<file path="src/rtl/secmap_pkg.sv">
package secmap_pkg;

  localparam logic [11:0] OFF_CTRL    = 12'h000;
  localparam logic [11:0] OFF_WCOUNT  = 12'h010;
  localparam logic [11:0] OFF_GRAN    = 12'h014;
  localparam logic [11:0] OFF_PTR     = 12'h018;
  localparam logic [11:0] OFF_WIN     = 12'h01C;
  localparam logic [11:0] OFF_STAT    = 12'h020;
  localparam logic [11:0] OFF_CLR     = 12'h024;
  localparam logic [11:0] OFF_EN      = 12'h028;
  localparam logic [11:0] OFF_INFA    = 12'h02C;
  localparam logic [11:0] OFF_INFB    = 12'h030;
  localparam logic [11:0] OFF_SET     = 12'h034;
  localparam logic [11:0] OFF_ID_BASE = 12'hFD0;

  localparam int CTL_ERR  = 4;
  localparam int CTL_STEP = 8;
  localparam int CTL_LOCK = 31;

  localparam logic [31:0] CTL_KEEP = 32'h8000_0110;
  localparam logic [31:0] CTL_INIT = 32'h0000_0100;

  typedef struct packed {
    logic ctrl;
    logic wcount;
    logic gran;
    logic ptr;
    logic win;
    logic stat;
    logic clr;
    logic en;
    logic infa;
    logic infb;
    logic set;
    logic id;
  } sel_t;

  function automatic logic [31:0] lane_mask(input logic [3:0] s);
    return {{8{s[3]}}, {8{s[2]}}, {8{s[1]}}, {8{s[0]}}};
  endfunction

  function automatic logic [31:0] lane_merge(input logic [31:0] cur,
                                             input logic [31:0] nw,
                                             input logic [31:0] m);
    return (cur & ~m) | (nw & m);
  endfunction

  function automatic logic [7:0] id_byte(input logic [3:0] k);
    case (k)
      4'd0:    return 8'h04;
      4'd4:    return 8'h60;
      4'd5:    return 8'hB8;
      4'd6:    return 8'h1B;
      4'd8:    return 8'h0D;
      4'd9:    return 8'hF0;
      4'd10:   return 8'h05;
      4'd11:   return 8'hB1;
      default: return 8'h00;
    endcase
  endfunction

endpackage

</file>
<file path="src/rtl/secmap_decode.sv">
module secmap_decode
  import secmap_pkg::*;
(
  input  logic       valid,
  input  logic       write,
  input  logic       secure,
  input  logic [9:0] waddr,
  input  logic [3:0] strb,
  output sel_t       sel,
  output logic       wr,
  output logic       rd,
  output logic       full,
  output logic [3:0] id_k
);

  logic [11:0] off;
  logic        open_ok;

  always_comb begin
    off     = {waddr, 2'b00};
    open_ok = secure || (off >= OFF_ID_BASE);
    wr      = valid && write && open_ok;
    rd      = valid && !write && open_ok;
    full    = &strb;
    id_k    = waddr[3:0] - 4'd4;
    sel        = '0;
    sel.ctrl   = (off == OFF_CTRL);
    sel.wcount = (off == OFF_WCOUNT);
    sel.gran   = (off == OFF_GRAN);
    sel.ptr    = (off == OFF_PTR);
    sel.win    = (off == OFF_WIN);
    sel.stat   = (off == OFF_STAT);
    sel.clr    = (off == OFF_CLR);
    sel.en     = (off == OFF_EN);
    sel.infa   = (off == OFF_INFA);
    sel.infb   = (off == OFF_INFB);
    sel.set    = (off == OFF_SET);
    sel.id     = (off >= OFF_ID_BASE);
  end

endmodule

</file>
<file path="src/rtl/secmap_ctrl.sv">
module secmap_ctrl
  import secmap_pkg::*;
#(
  parameter int LUT_WORDS = 4,
  parameter int IW        = 2
) (
  input  logic          clk,
  input  logic          rst_n,
  input  logic          wr,
  input  logic          rd,
  input  logic          full,
  input  logic          sel_ctrl,
  input  logic          sel_ptr,
  input  logic          sel_win,
  input  logic [31:0]   wmask,
  input  logic [31:0]   wdata,
  output logic [31:0]   ctrl_q,
  output logic [IW-1:0] idx_q
);

  logic          locked;
  logic          advance;
  logic [31:0]   ptr_merged;
  logic [IW-1:0] ptr_next;

  always_comb begin
    locked     = ctrl_q[CTL_LOCK];
    advance    = sel_win && full && ctrl_q[CTL_STEP] && (rd || (wr && !locked));
    ptr_merged = lane_merge(32'(idx_q), wdata, wmask);
    ptr_next   = IW'(ptr_merged % 32'(LUT_WORDS));
  end

  always_ff @(posedge clk) begin
    if (!rst_n) begin
      ctrl_q <= CTL_INIT;
    end else if (wr && sel_ctrl && !locked) begin
      ctrl_q <= lane_merge(ctrl_q, wdata, wmask) & CTL_KEEP;
    end
  end

  always_ff @(posedge clk) begin
    if (!rst_n) begin
      idx_q <= '0;
    end else if (wr && sel_ptr) begin
      idx_q <= ptr_next;
    end else if (advance) begin
      idx_q <= (idx_q == IW'(LUT_WORDS - 1)) ? '0 : idx_q + IW'(1);
    end
  end

  assert_lock_sticky_R4: assert property (@(posedge clk) disable iff (!rst_n)
    ctrl_q[CTL_LOCK] |=> ctrl_q[CTL_LOCK]);

  assert_ptr_range_R6: assert property (@(posedge clk) disable iff (!rst_n)
    32'(idx_q) < 32'(LUT_WORDS));

  assert_subword_hold_R5: assert property (@(posedge clk) disable iff (!rst_n)
    (sel_win && !full && (wr || rd)) |=> $stable(idx_q));

endmodule

</file>
<file path="src/rtl/secmap_lut.sv">
module secmap_lut #(
  parameter int LUT_WORDS = 4,
  parameter int IW        = 2
) (
  input  logic                   clk,
  input  logic                   rst_n,
  input  logic                   wr,
  input  logic                   sel_win,
  input  logic                   locked,
  input  logic [IW-1:0]          idx,
  input  logic [31:0]            wmask,
  input  logic [31:0]            wdata,
  output logic [LUT_WORDS*32-1:0] lut_flat,
  output logic [31:0]            cur_word
);

  logic [31:0] words [LUT_WORDS];
  logic        we;

  assign we       = wr && sel_win && !locked;
  assign cur_word = words[idx];

  always_ff @(posedge clk) begin
    for (int k = 0; k < LUT_WORDS; k++) begin
      if (!rst_n) begin
        words[k] <= '0;
      end else if (we && (idx == IW'(k))) begin
        words[k] <= (words[k] & ~wmask) | (wdata & wmask);
      end
    end
  end

  for (genvar g = 0; g < LUT_WORDS; g++) begin : g_flat
    assign lut_flat[g*32 +: 32] = words[g];
  end

  assert_locked_table_R4: assert property (@(posedge clk) disable iff (!rst_n)
    locked |=> $stable(lut_flat));

endmodule

</file>
<file path="src/rtl/secmap_irq.sv">
module secmap_irq (
  input  logic clk,
  input  logic rst_n,
  input  logic wr,
  input  logic locked,
  input  logic sel_clr,
  input  logic sel_en,
  input  logic sel_set,
  input  logic bit0,
  input  logic violation,
  output logic stat_q,
  output logic en_q,
  output logic irq
);

  always_ff @(posedge clk) begin
    if (!rst_n) begin
      stat_q <= 1'b0;
    end else if (violation || (wr && sel_set && bit0)) begin
      stat_q <= 1'b1;
    end else if (wr && sel_clr && bit0) begin
      stat_q <= 1'b0;
    end
  end

  always_ff @(posedge clk) begin
    if (!rst_n) begin
      en_q <= 1'b1;
    end else if (wr && sel_en && !locked) begin
      en_q <= bit0;
    end
  end

  assign irq = stat_q & en_q;

  assert_fault_sets_R8: assert property (@(posedge clk) disable iff (!rst_n)
    violation |=> stat_q);

  assert_clear_drops_R8: assert property (@(posedge clk) disable iff (!rst_n)
    (wr && sel_clr && bit0 && !violation) |=> !stat_q);

  assert_locked_enable_R4: assert property (@(posedge clk) disable iff (!rst_n)
    locked |=> $stable(en_q));

endmodule

</file>
<file path="src/rtl/secmap_regfile.sv">
module secmap_regfile
  import secmap_pkg::*;
#(
  parameter int LUT_WORDS = 4,
  parameter int BLK_BYTES = 128
) (
  input  logic                    clk,
  input  logic                    rst_n,
  input  logic                    req_valid,
  input  logic                    req_write,
  input  logic [9:0]              req_waddr,
  input  logic [31:0]             req_wdata,
  input  logic [3:0]              req_strb,
  input  logic                    req_secure,
  output logic                    rsp_valid,
  output logic [31:0]             rsp_rdata,
  input  logic                    fault_event,
  input  logic [31:0]             fault_addr,
  input  logic [31:0]             fault_attr,
  output logic [LUT_WORDS*32-1:0] lut_bits,
  output logic                    err_resp_en,
  output logic                    lock_active,
  output logic                    irq
);

  localparam int IW = (LUT_WORDS > 1) ? $clog2(LUT_WORDS) : 1;
  localparam logic [31:0] GRAN_VAL = 32'($clog2(BLK_BYTES) - 5);
  localparam logic [31:0] WMAX_VAL = 32'(LUT_WORDS - 1);

  sel_t          sel;
  logic          wr, rd, full;
  logic [3:0]    id_k;
  logic [31:0]   wmask;
  logic [31:0]   ctrl_q;
  logic [IW-1:0] idx_q;
  logic [31:0]   cur_word;
  logic          stat_q, en_q;
  logic [31:0]   rd_mux;

  assign wmask = lane_mask(req_strb);

  secmap_decode u_decode (
    .valid  (req_valid),
    .write  (req_write),
    .secure (req_secure),
    .waddr  (req_waddr),
    .strb   (req_strb),
    .sel    (sel),
    .wr     (wr),
    .rd     (rd),
    .full   (full),
    .id_k   (id_k)
  );

  secmap_ctrl #(.LUT_WORDS(LUT_WORDS), .IW(IW)) u_ctrl (
    .clk      (clk),
    .rst_n    (rst_n),
    .wr       (wr),
    .rd       (rd),
    .full     (full),
    .sel_ctrl (sel.ctrl),
    .sel_ptr  (sel.ptr),
    .sel_win  (sel.win),
    .wmask    (wmask),
    .wdata    (req_wdata),
    .ctrl_q   (ctrl_q),
    .idx_q    (idx_q)
  );

  secmap_lut #(.LUT_WORDS(LUT_WORDS), .IW(IW)) u_lut (
    .clk      (clk),
    .rst_n    (rst_n),
    .wr       (wr),
    .sel_win  (sel.win),
    .locked   (ctrl_q[CTL_LOCK]),
    .idx      (idx_q),
    .wmask    (wmask),
    .wdata    (req_wdata),
    .lut_flat (lut_bits),
    .cur_word (cur_word)
  );

  secmap_irq u_irq (
    .clk       (clk),
    .rst_n     (rst_n),
    .wr        (wr),
    .locked    (ctrl_q[CTL_LOCK]),
    .sel_clr   (sel.clr),
    .sel_en    (sel.en),
    .sel_set   (sel.set),
    .bit0      (req_wdata[0] & req_strb[0]),
    .violation (fault_event),
    .stat_q    (stat_q),
    .en_q      (en_q),
    .irq       (irq)
  );

  assign err_resp_en = ctrl_q[CTL_ERR];
  assign lock_active = ctrl_q[CTL_LOCK];

  always_comb begin
    rd_mux = '0;
    unique case (1'b1)
      sel.ctrl:   rd_mux = ctrl_q;
      sel.wcount: rd_mux = WMAX_VAL;
      sel.gran:   rd_mux = GRAN_VAL;
      sel.ptr:    rd_mux = 32'(idx_q);
      sel.win:    rd_mux = cur_word;
      sel.stat:   rd_mux = {31'd0, stat_q};
      sel.en:     rd_mux = {31'd0, en_q};
      sel.infa:   rd_mux = fault_addr;
      sel.infb:   rd_mux = fault_attr;
      sel.id:     rd_mux = {24'd0, id_byte(id_k)};
      default:    rd_mux = '0;
    endcase
  end

  always_ff @(posedge clk) begin
    if (!rst_n) begin
      rsp_valid <= 1'b0;
      rsp_rdata <= '0;
    end else begin
      rsp_valid <= req_valid && !req_write;
      rsp_rdata <= rd ? rd_mux : '0;
    end
  end

  assert_ns_reads_zero_R3: assert property (@(posedge clk) disable iff (!rst_n)
    (req_valid && !req_write && !req_secure && (req_waddr < 10'h3F4)) |=> (rsp_rdata == 32'd0));

  assert_read_answered_R11: assert property (@(posedge clk) disable iff (!rst_n)
    (req_valid && !req_write) |=> rsp_valid);

  assert_write_silent_R11: assert property (@(posedge clk) disable iff (!rst_n)
    (req_valid && req_write) |=> !rsp_valid);

endmodule

</file>
<file path="config.mk">
export PLATFORM = sky130hd
export DESIGN_NAME = secmap_regfile
export DESIGN_NICKNAME = d
export VERILOG_FILES = /design/src/rtl/secmap_pkg.sv /design/src/rtl/secmap_decode.sv /design/src/rtl/secmap_ctrl.sv /design/src/rtl/secmap_lut.sv /design/src/rtl/secmap_irq.sv /design/src/rtl/secmap_regfile.sv
export SDC_FILE = /design/constraint.sdc
export NUM_CORES = 1
export LEC_CHECK = 0
export ABC_AREA = 1
export BUFFER_PORTS_ARGS = -buffer_cell sky130_fd_sc_hd__buf_2
export CAP_MARGIN = 30
export CORE_ASPECT_RATIO = 0.6
export CORE_UTILIZATION = 47
export DETAILED_ROUTE_END_ITERATION = 8
export PLACE_DENSITY = 0.85
export SYNTH_ARGS = -nofsm -noshare
export SYNTH_HDL_FRONTEND = slang
export SYNTH_SLANG_ARGS = --single-unit
</file>
<file path="constraint.sdc">
create_clock -name clk -period 2.45 [get_ports clk]
set_clock_uncertainty 0.05 [all_clocks]
set_input_delay 0.3675 -clock clk [delete_from_list [all_inputs] [get_ports clk]]
set_output_delay 0.3675 -clock clk [all_outputs]
set_load 0.01 [all_outputs]
</file>
==> results of run 1 <==
## worst max-delay path by stage
| stage | end | slack (ns) | cells past startpoint |
|---|---|---|---|
| after floorplan | u_lut.words[0][0]$_SDFFCE_PN0P_ | 0.06 | 11 |
| after global placement | rsp_rdata[21]$_SDFF_PN0_ | 0.11 | 12 |
| after detailed placement | rsp_rdata[21]$_SDFF_PN0_ | 0.09 | 12 |
| after CTS | rsp_rdata[1]$_SDFF_PN0_ | 0.49 | 7 |
| after global routing | rsp_rdata[6]$_SDFF_PN0_ | 0.29 | 12 |
| final | rsp_rdata[1]$_SDFF_PN0_ | 0.36 | 7 |
## power groups by stage
| stage | logic [mW] | clock network (mW) | registers [mW] |
|---|---|---|---|
| floorplan | 0.274 | 0 | 3.31 |
| global placement | 0.615 | 0 | 3.30 |
| detailed placement | 0.623 | 0 | 3.30 |
| CTS | 0.627 | 2.83 | 3.23 |
| global route | 0.685 | 2.94 | 3.24 |
| finish | 0.640 | 2.84 | 3.24 |
## flip-flops by register name, indices dropped and copies added, names as in the netlist, named ones only
register / flops
u_irq.stat_q: 1
u_ctrl.idx_q: 2
u_irq.en_q: 1
u_lut.words: 128
rsp_valid: 1
rsp_rdata: 32
## metrics by stage
stage	total power, mW	area, um^2	hold WS (ns)	cells
after global routing	6.87	11400	0.102	1538
after floorplan	3.58	9010	0.394	1015
after detailed placement	3.92	10700	0.439	1506
after CTS	6.69	11400	0.0685	1538
final	6.71	11400	0.0799	1538
after global placement	3.91	10700	0.443	1506
## routing by layer
layer / track usage / up-vias
met5: 0 / -
met1: 0.465 / 4213
met4: 0.0965 / 0
met2: 0.488 / 663
li1: - / 4022
met3: 0.102 / 53
## critical path: stages (launching register included)
cell and delay [ns]:
dfxtp_2 0.34, buf_4 0.45, o21ai_0 0.21, o22ai_1 0.52
nand2_1 0.14, nand3_1 0.11, nor2_1 0.05, nor2_1 0.12
## synth_stat cells
| cell type | n |
|---|---|
| a21oi_1 | 158 |
| a22o_1 | 1 |
| a22oi_1 | 10 |
| a31oi_1 | 13 |
| a41oi_1 | 1 |
| buf_1 | 3 |
| buf_2 | 4 |
| buf_4 | 1 |
| buf_6 | 12 |
| clkbuf_1 | 40 |
| clkinv_1 | 1 |
| dfxtp_1 | 42 |
| edfxtp_1 | 128 |
| ha_1 | 14 |
| inv_1 | 65 |
| inv_2 | 2 |
| nand2_1 | 146 |
| nand2_2 | 1 |
| nand3_1 | 11 |
| nand3_2 | 2 |
| nand3_4 | 5 |
| nand3b_1 | 1 |
| nand4_1 | 4 |
| nor2_1 | 109 |
| nor2_2 | 121 |
| nor2_8 | 1 |
| nor3_1 | 4 |
| nor3_4 | 1 |
| o211ai_1 | 5 |
| o21ai_0 | 75 |
| o21bai_1 | 1 |
| o22ai_1 | 33 |
## cell families after synthesis
group           after synthesis
compound gates              297
fa+ha+maj                    14
buf+inv                     128
flops                       170
simple gates                406
## area by class of cell
| class | count | area [um^2] | share of cell area |
|---|---|---|---|
| Tap cell | 240 | 300 | 0.0264 |
| Clock buffer | 20 | 489 | 0.0431 |
| Clock inverter | 12 | 124 | 0.0109 |
| Sequential cell | 170 | 4690 | 0.412 |
| Timing Repair Buffer | 311 | 1750 | 0.154 |
| Multi-Input combinational cell | 717 | 3760 | 0.331 |
| Inverter | 68 | 255 | 0.0225 |
==> flow_metrics.tcl, run 1 <==
set metrics [dict create \
    path_clk_slew_ns 0.08 \
    ir_drop_uv 431 \
    drt-total-wl_um 32900 \
    vias_per_cell 5.82 \
    ctsRootBufferMaster "clkbuf_16" \
    drc 0 \
    worstSkewPairLatency_ns 0.43 \
    dp_slack_ns 0.0929 \
    final_hold_viol_count 0 \
    status "finished clean" \
    grt_pass1_vias 8129 \
    min_delay_path_depth 2 \
    cts-hold-fix-buffers 0 \
    synth_xor_area_frac 0 \
    worstPathRequired_ns 2.77 \
    whs_endpoint "rsp_valid$_SDFF_PN0_" \
    post_cts.repair.setup_buffers 0 \
    wl_met3_um 4760 \
    final_common_cell "buf_2" \
    postLayoutCoreUtil 0.618 \
    reg2reg_to "rsp_rdata[1]$_SDFF_PN0_" \
    synth.top_cell.area_share 0.427 \
    numCtsBuffers 17 \
    reg2reg_depth 7 \
    seqPwrFrac 0.482 \
    place_hpwl_um 24200 \
    cts_tree "built" \
    cts_buffer_depth 2 \
    synth_top_cell_by_area "edfxtp_1" \
    firstDrtPassIters 6 \
    fin_ws_ns 0.365 \
    dieWidth_um 181 \
    switchingPower_mw 1.75 \
    critPathCaptureType "flop" \
    startpoint_type "flop" \
    core_area_um2 18400 \
    r2r_slack_ns 0.36 \
    min_period_ns 2.09 \
    fillerInstances 1573 \
    drtIter0Drc 1081 \
    cp_max_fo 50 \
    fin_tns_setup_ns 0 \
    insertedDiodeCount 0 \
    p_per_area_nw_per_um2 591 \
    p_leak_nw 4.94 \
    wl_per_cell_um 21.4 \
    cts_sinks 170 \
    drv_slew 0 \
    power_frac_clock 0.423 \
    fmax_mhz 480 \
    cts_resized 0 \
    synth_top_family_by_area "simple AND/OR/NAND/NOR gates" \
    synthCells 1015 \
    synth_area_leaders "edfxtp_1 (43%), dfxtp_1 (9.3%), a21oi_1 (8.8%), nor2_2 (8.4%), nand2_1 (6.1%)" \
    nets 1415 \
    yosys.area_share.simple 0.219 \
    synth_cell_type_count 32 \
    min_from "req_write" \
    htreeDepth 4 \
    syn_area_um2 9000 \
    io_buffers 279 \
    yosysWarnings 0 \
    worstMarginPinSlew_ns 0.988 \
    setup_viol 0 \
    yosysSeqAreaShare 0.520 \
    mostFrequentLayoutCells "buf_2 (279), a21oi_1 (158), nand2_1 (142)" \
    fp.dieArea_um2 19700 \
    place_congestion 0.965 \
    drtAntennaViolNets 0 \
    antenna_found_initial 0 \
    worstPathArrival_ns 2.40 \
    synthAdderAreaFrac 0.0195 \
    grt_pass1_wl_um 48000 \
    die_y_um 109 \
    synth_area_per_cell_um2 8.87 \
    rsz0062_at_grt "false" \
    wl_met1_um 13600 \
    grt_overflow 0 \
    io_pins 280 \
    top_layer "met4" \
    gr-usage-all-layers 0.330 \
    swShare 0.260 \
    synthMuxAreaShare 0 \
    slew_headroom 0.340 \
    placementRows 38 \
    drive_above_1_share 0.373 \
    wl_met2_um 13900 \
    ys_ff_latch 170 \
    pwr-share-comb 0.095 \
    grt_max_degree 51 \
    hp-class "in2reg" \
    synth.net_count 1145 \
    fin_crit_sh 0.851 \
    cap_violations 0 \
    start_util 0.489 \
    area_growth_pct 26.2 \
    p_int_mw 4.96 \
    path_class "reg2reg" \
    synth-compound-area-share 0.177 \
    vias 8951 \
]
Note: power is estimated with default switching activity, not from simulation.
==> run 2: changes to the inputs <==
==> constraint.sdc (replaced) <==
create_clock -name clk -period 2.45 [get_ports clk]
set_clock_uncertainty 0.05 [all_clocks]
set_input_delay 0.1225 -clock clk [delete_from_list [all_inputs] [get_ports clk]]
set_output_delay 0.1225 -clock clk [all_outputs]
set_load 0.01 [all_outputs]
==> run 2 against run 1 <==
Via count grew 3.7%. Total power shrank 0.49%. Flip-flop and latch count is the same. Wire length grew 5.5%. Design area grew 5.0%. Clock power shrank 3%. Clock-buffer cell count shrank 1. Highest routed layer is now met5. Core utilization grew 3.1 points.
==> flow_metrics.tcl, run 2 (synthesis gave the netlist of run 1 again) <==
set metrics [dict create \
    fmax_mhz 410 \
    firstDrtPassIters 5 \
    p_leak_nw 5.23 \
    mostFrequentLayoutCells "buf_2 (279), a21oi_1 (158), nand2_1 (142)" \
    largest_register_ff_count 128 \
    multi_input_area_um2 3800 \
    path_cells "inv_2 > buf_12 > o21ai_0 > o22ai_1 > nand2_1 > a31oi_1 > dlygate4sd3_1" \
    place_inst 1505 \
    ff_latch_area_um2 4690 \
    numCtsBuffers 17 \
    critPathMaxStageDelay_ns 0.56 \
    start_util 0.489 \
    grt_pass1_wl_um 50600 \
    min_period_ns 2.44 \
    vias_per_cell 5.84 \
    path_clk_slew_ns 0.08 \
    cts_sinks 170 \
    grt_pass1_vias 8695 \
    gr-usage-all-layers 0.346 \
    fin_crit_sh 0.996 \
    antenna_found_initial 2 \
    critPathCaptureType "flop" \
    core_area_um2 18400 \
    fin_tns_setup_ns 0 \
    cap_violations 0 \
    final_hold_viol_count 0 \
    fin_cells 1591 \
    grt_max_degree 65 \
    drive_above_1_share 0.362 \
    p_per_area_nw_per_um2 560 \
    cp_max_fo 42 \
    ctsRootBufferMaster "clkbuf_16" \
    min_from "fault_addr[1]" \
    final_common_cell "buf_2" \
    status "finished clean" \
    grt_overflow 0 \
    die_y_um 109 \
    hp-class "in2reg" \
    place_congestion 0.978 \
    worstSkewPairLatency_ns 0.43 \
    wl_per_cell_um 21.8 \
    largest-register "u_lut.words" \
    drt-total-wl_um 34700 \
    htreeDepth 4 \
    worstPathArrival_ns 2.77 \
    reg_top3 "u_lut.words (128), rsp_rdata (32), u_ctrl.idx_q (2)" \
    placementRows 38 \
    startpoint_type "flop" \
    drv_slew 0 \
    rsz0062_at_grt "false" \
    io_pins 280 \
    postLayoutCoreUtil 0.648 \
    drc 0 \
    nets 1467 \
    cts_tree "built" \
    cpMaxStageDelayCell "dlygate4sd3_1" \
    io_buffers 279 \
    cts_buffer_depth 2 \
    place_hpwl_um 24300 \
    fillerInstances 1467 \
    ir_drop_uv 490 \
    setup_viol 0 \
    drtIter0Drc 1048 \
    path_class "reg2reg" \
    worstPathRequired_ns 2.78 \
    fp.dieArea_um2 19700 \
    area_growth_pct 32.5 \
    drtAntennaViolNets 0 \
    slew_headroom 0.363 \
    worstMarginPinSlew_ns 0.954 \
    dieWidth_um 181 \
    vias 9285 \
]
## run 2: critical path, delay by kind of cell (launching register included)
| kind | cells | cell delay [ns] |
|---|---|---|
| DFF | 1 | 0.34 |
| and+or+nand+nor | 1 | 0.15 |
| AOI/OAI and AO/OA | 3 | 0.74 |
| buffers and inverters | 3 | 1.10 |
## run 2: what timing repair did
item | CTS | global route
setup endpoints to repair | 0 | 7
hold endpoints to repair | 28 | 0
hold buffers | 53 | 0
resized for setup | 0 | 7
buffers inserted | 0 | 0
## run 2: routing by layer
metal | share of wire | GRT usage | up-vias
met2 | 0.43 | 0.509 | 775
met4 | 0.021 | 0.114 | 2
li1 | - | - | 4123
met3 | 0.16 | 0.136 | 60
met5 | 0.00037 | 0 | -
met1 | 0.39 | 0.466 | 4325
## run 2: final timing paths
kind / to / slack [ns] / cells after the start
worst max-delay path: rsp_rdata[28]$_SDFF_PN0_ / 0.009 / 7
worst min register to register: flop / 0.46 / 2
worst min-delay path: rsp_rdata[1]$_SDFF_PN0_ / 0.02 / 5
worst max register to register: rsp_rdata[28]$_SDFF_PN0_ / 0.009 / 7
## run 2: final cells by class
| type | count | area share |
|---|---|---|
| Clock buffer | 19 | 0.0381 |
| Tap cell | 240 | 0.0252 |
| Multi-Input combinational cell | 717 | 0.319 |
| Sequential cell | 170 | 0.393 |
| Timing Repair Buffer | 363 | 0.193 |
| Clock inverter | 13 | 0.0110 |
| Inverter | 68 | 0.0214 |
| Antenna cell | 1 | 0.000210 |
## run 2: power by group
group	switching [mW]	internal [mW]	leakage [nW]
Combinational	0.428	0.259	3.28
Clock	1.26	1.50	0.290
Sequential	0.0787	3.16	1.66
Total	1.76	4.92	5.23
## run 2: through the flow
stage / worst slack (ns) / hold slack [ns] / area [um^2] / power [mW]
3_3_place_gp: 0.350 / 0.266 / 10800 / 3.92
5_1_grt: 0.0204 / 0.0443 / 11900 / 6.83
4_1_cts: 0.0780 / 0.000558 / 11900 / 6.65
2_1_floorplan: 0.0227 / 0.151 / 9000 / 3.58
3_5_place_dp: 0.300 / 0.272 / 10800 / 3.92
6_report: 0.00882 / 0.0218 / 11900 / 6.68
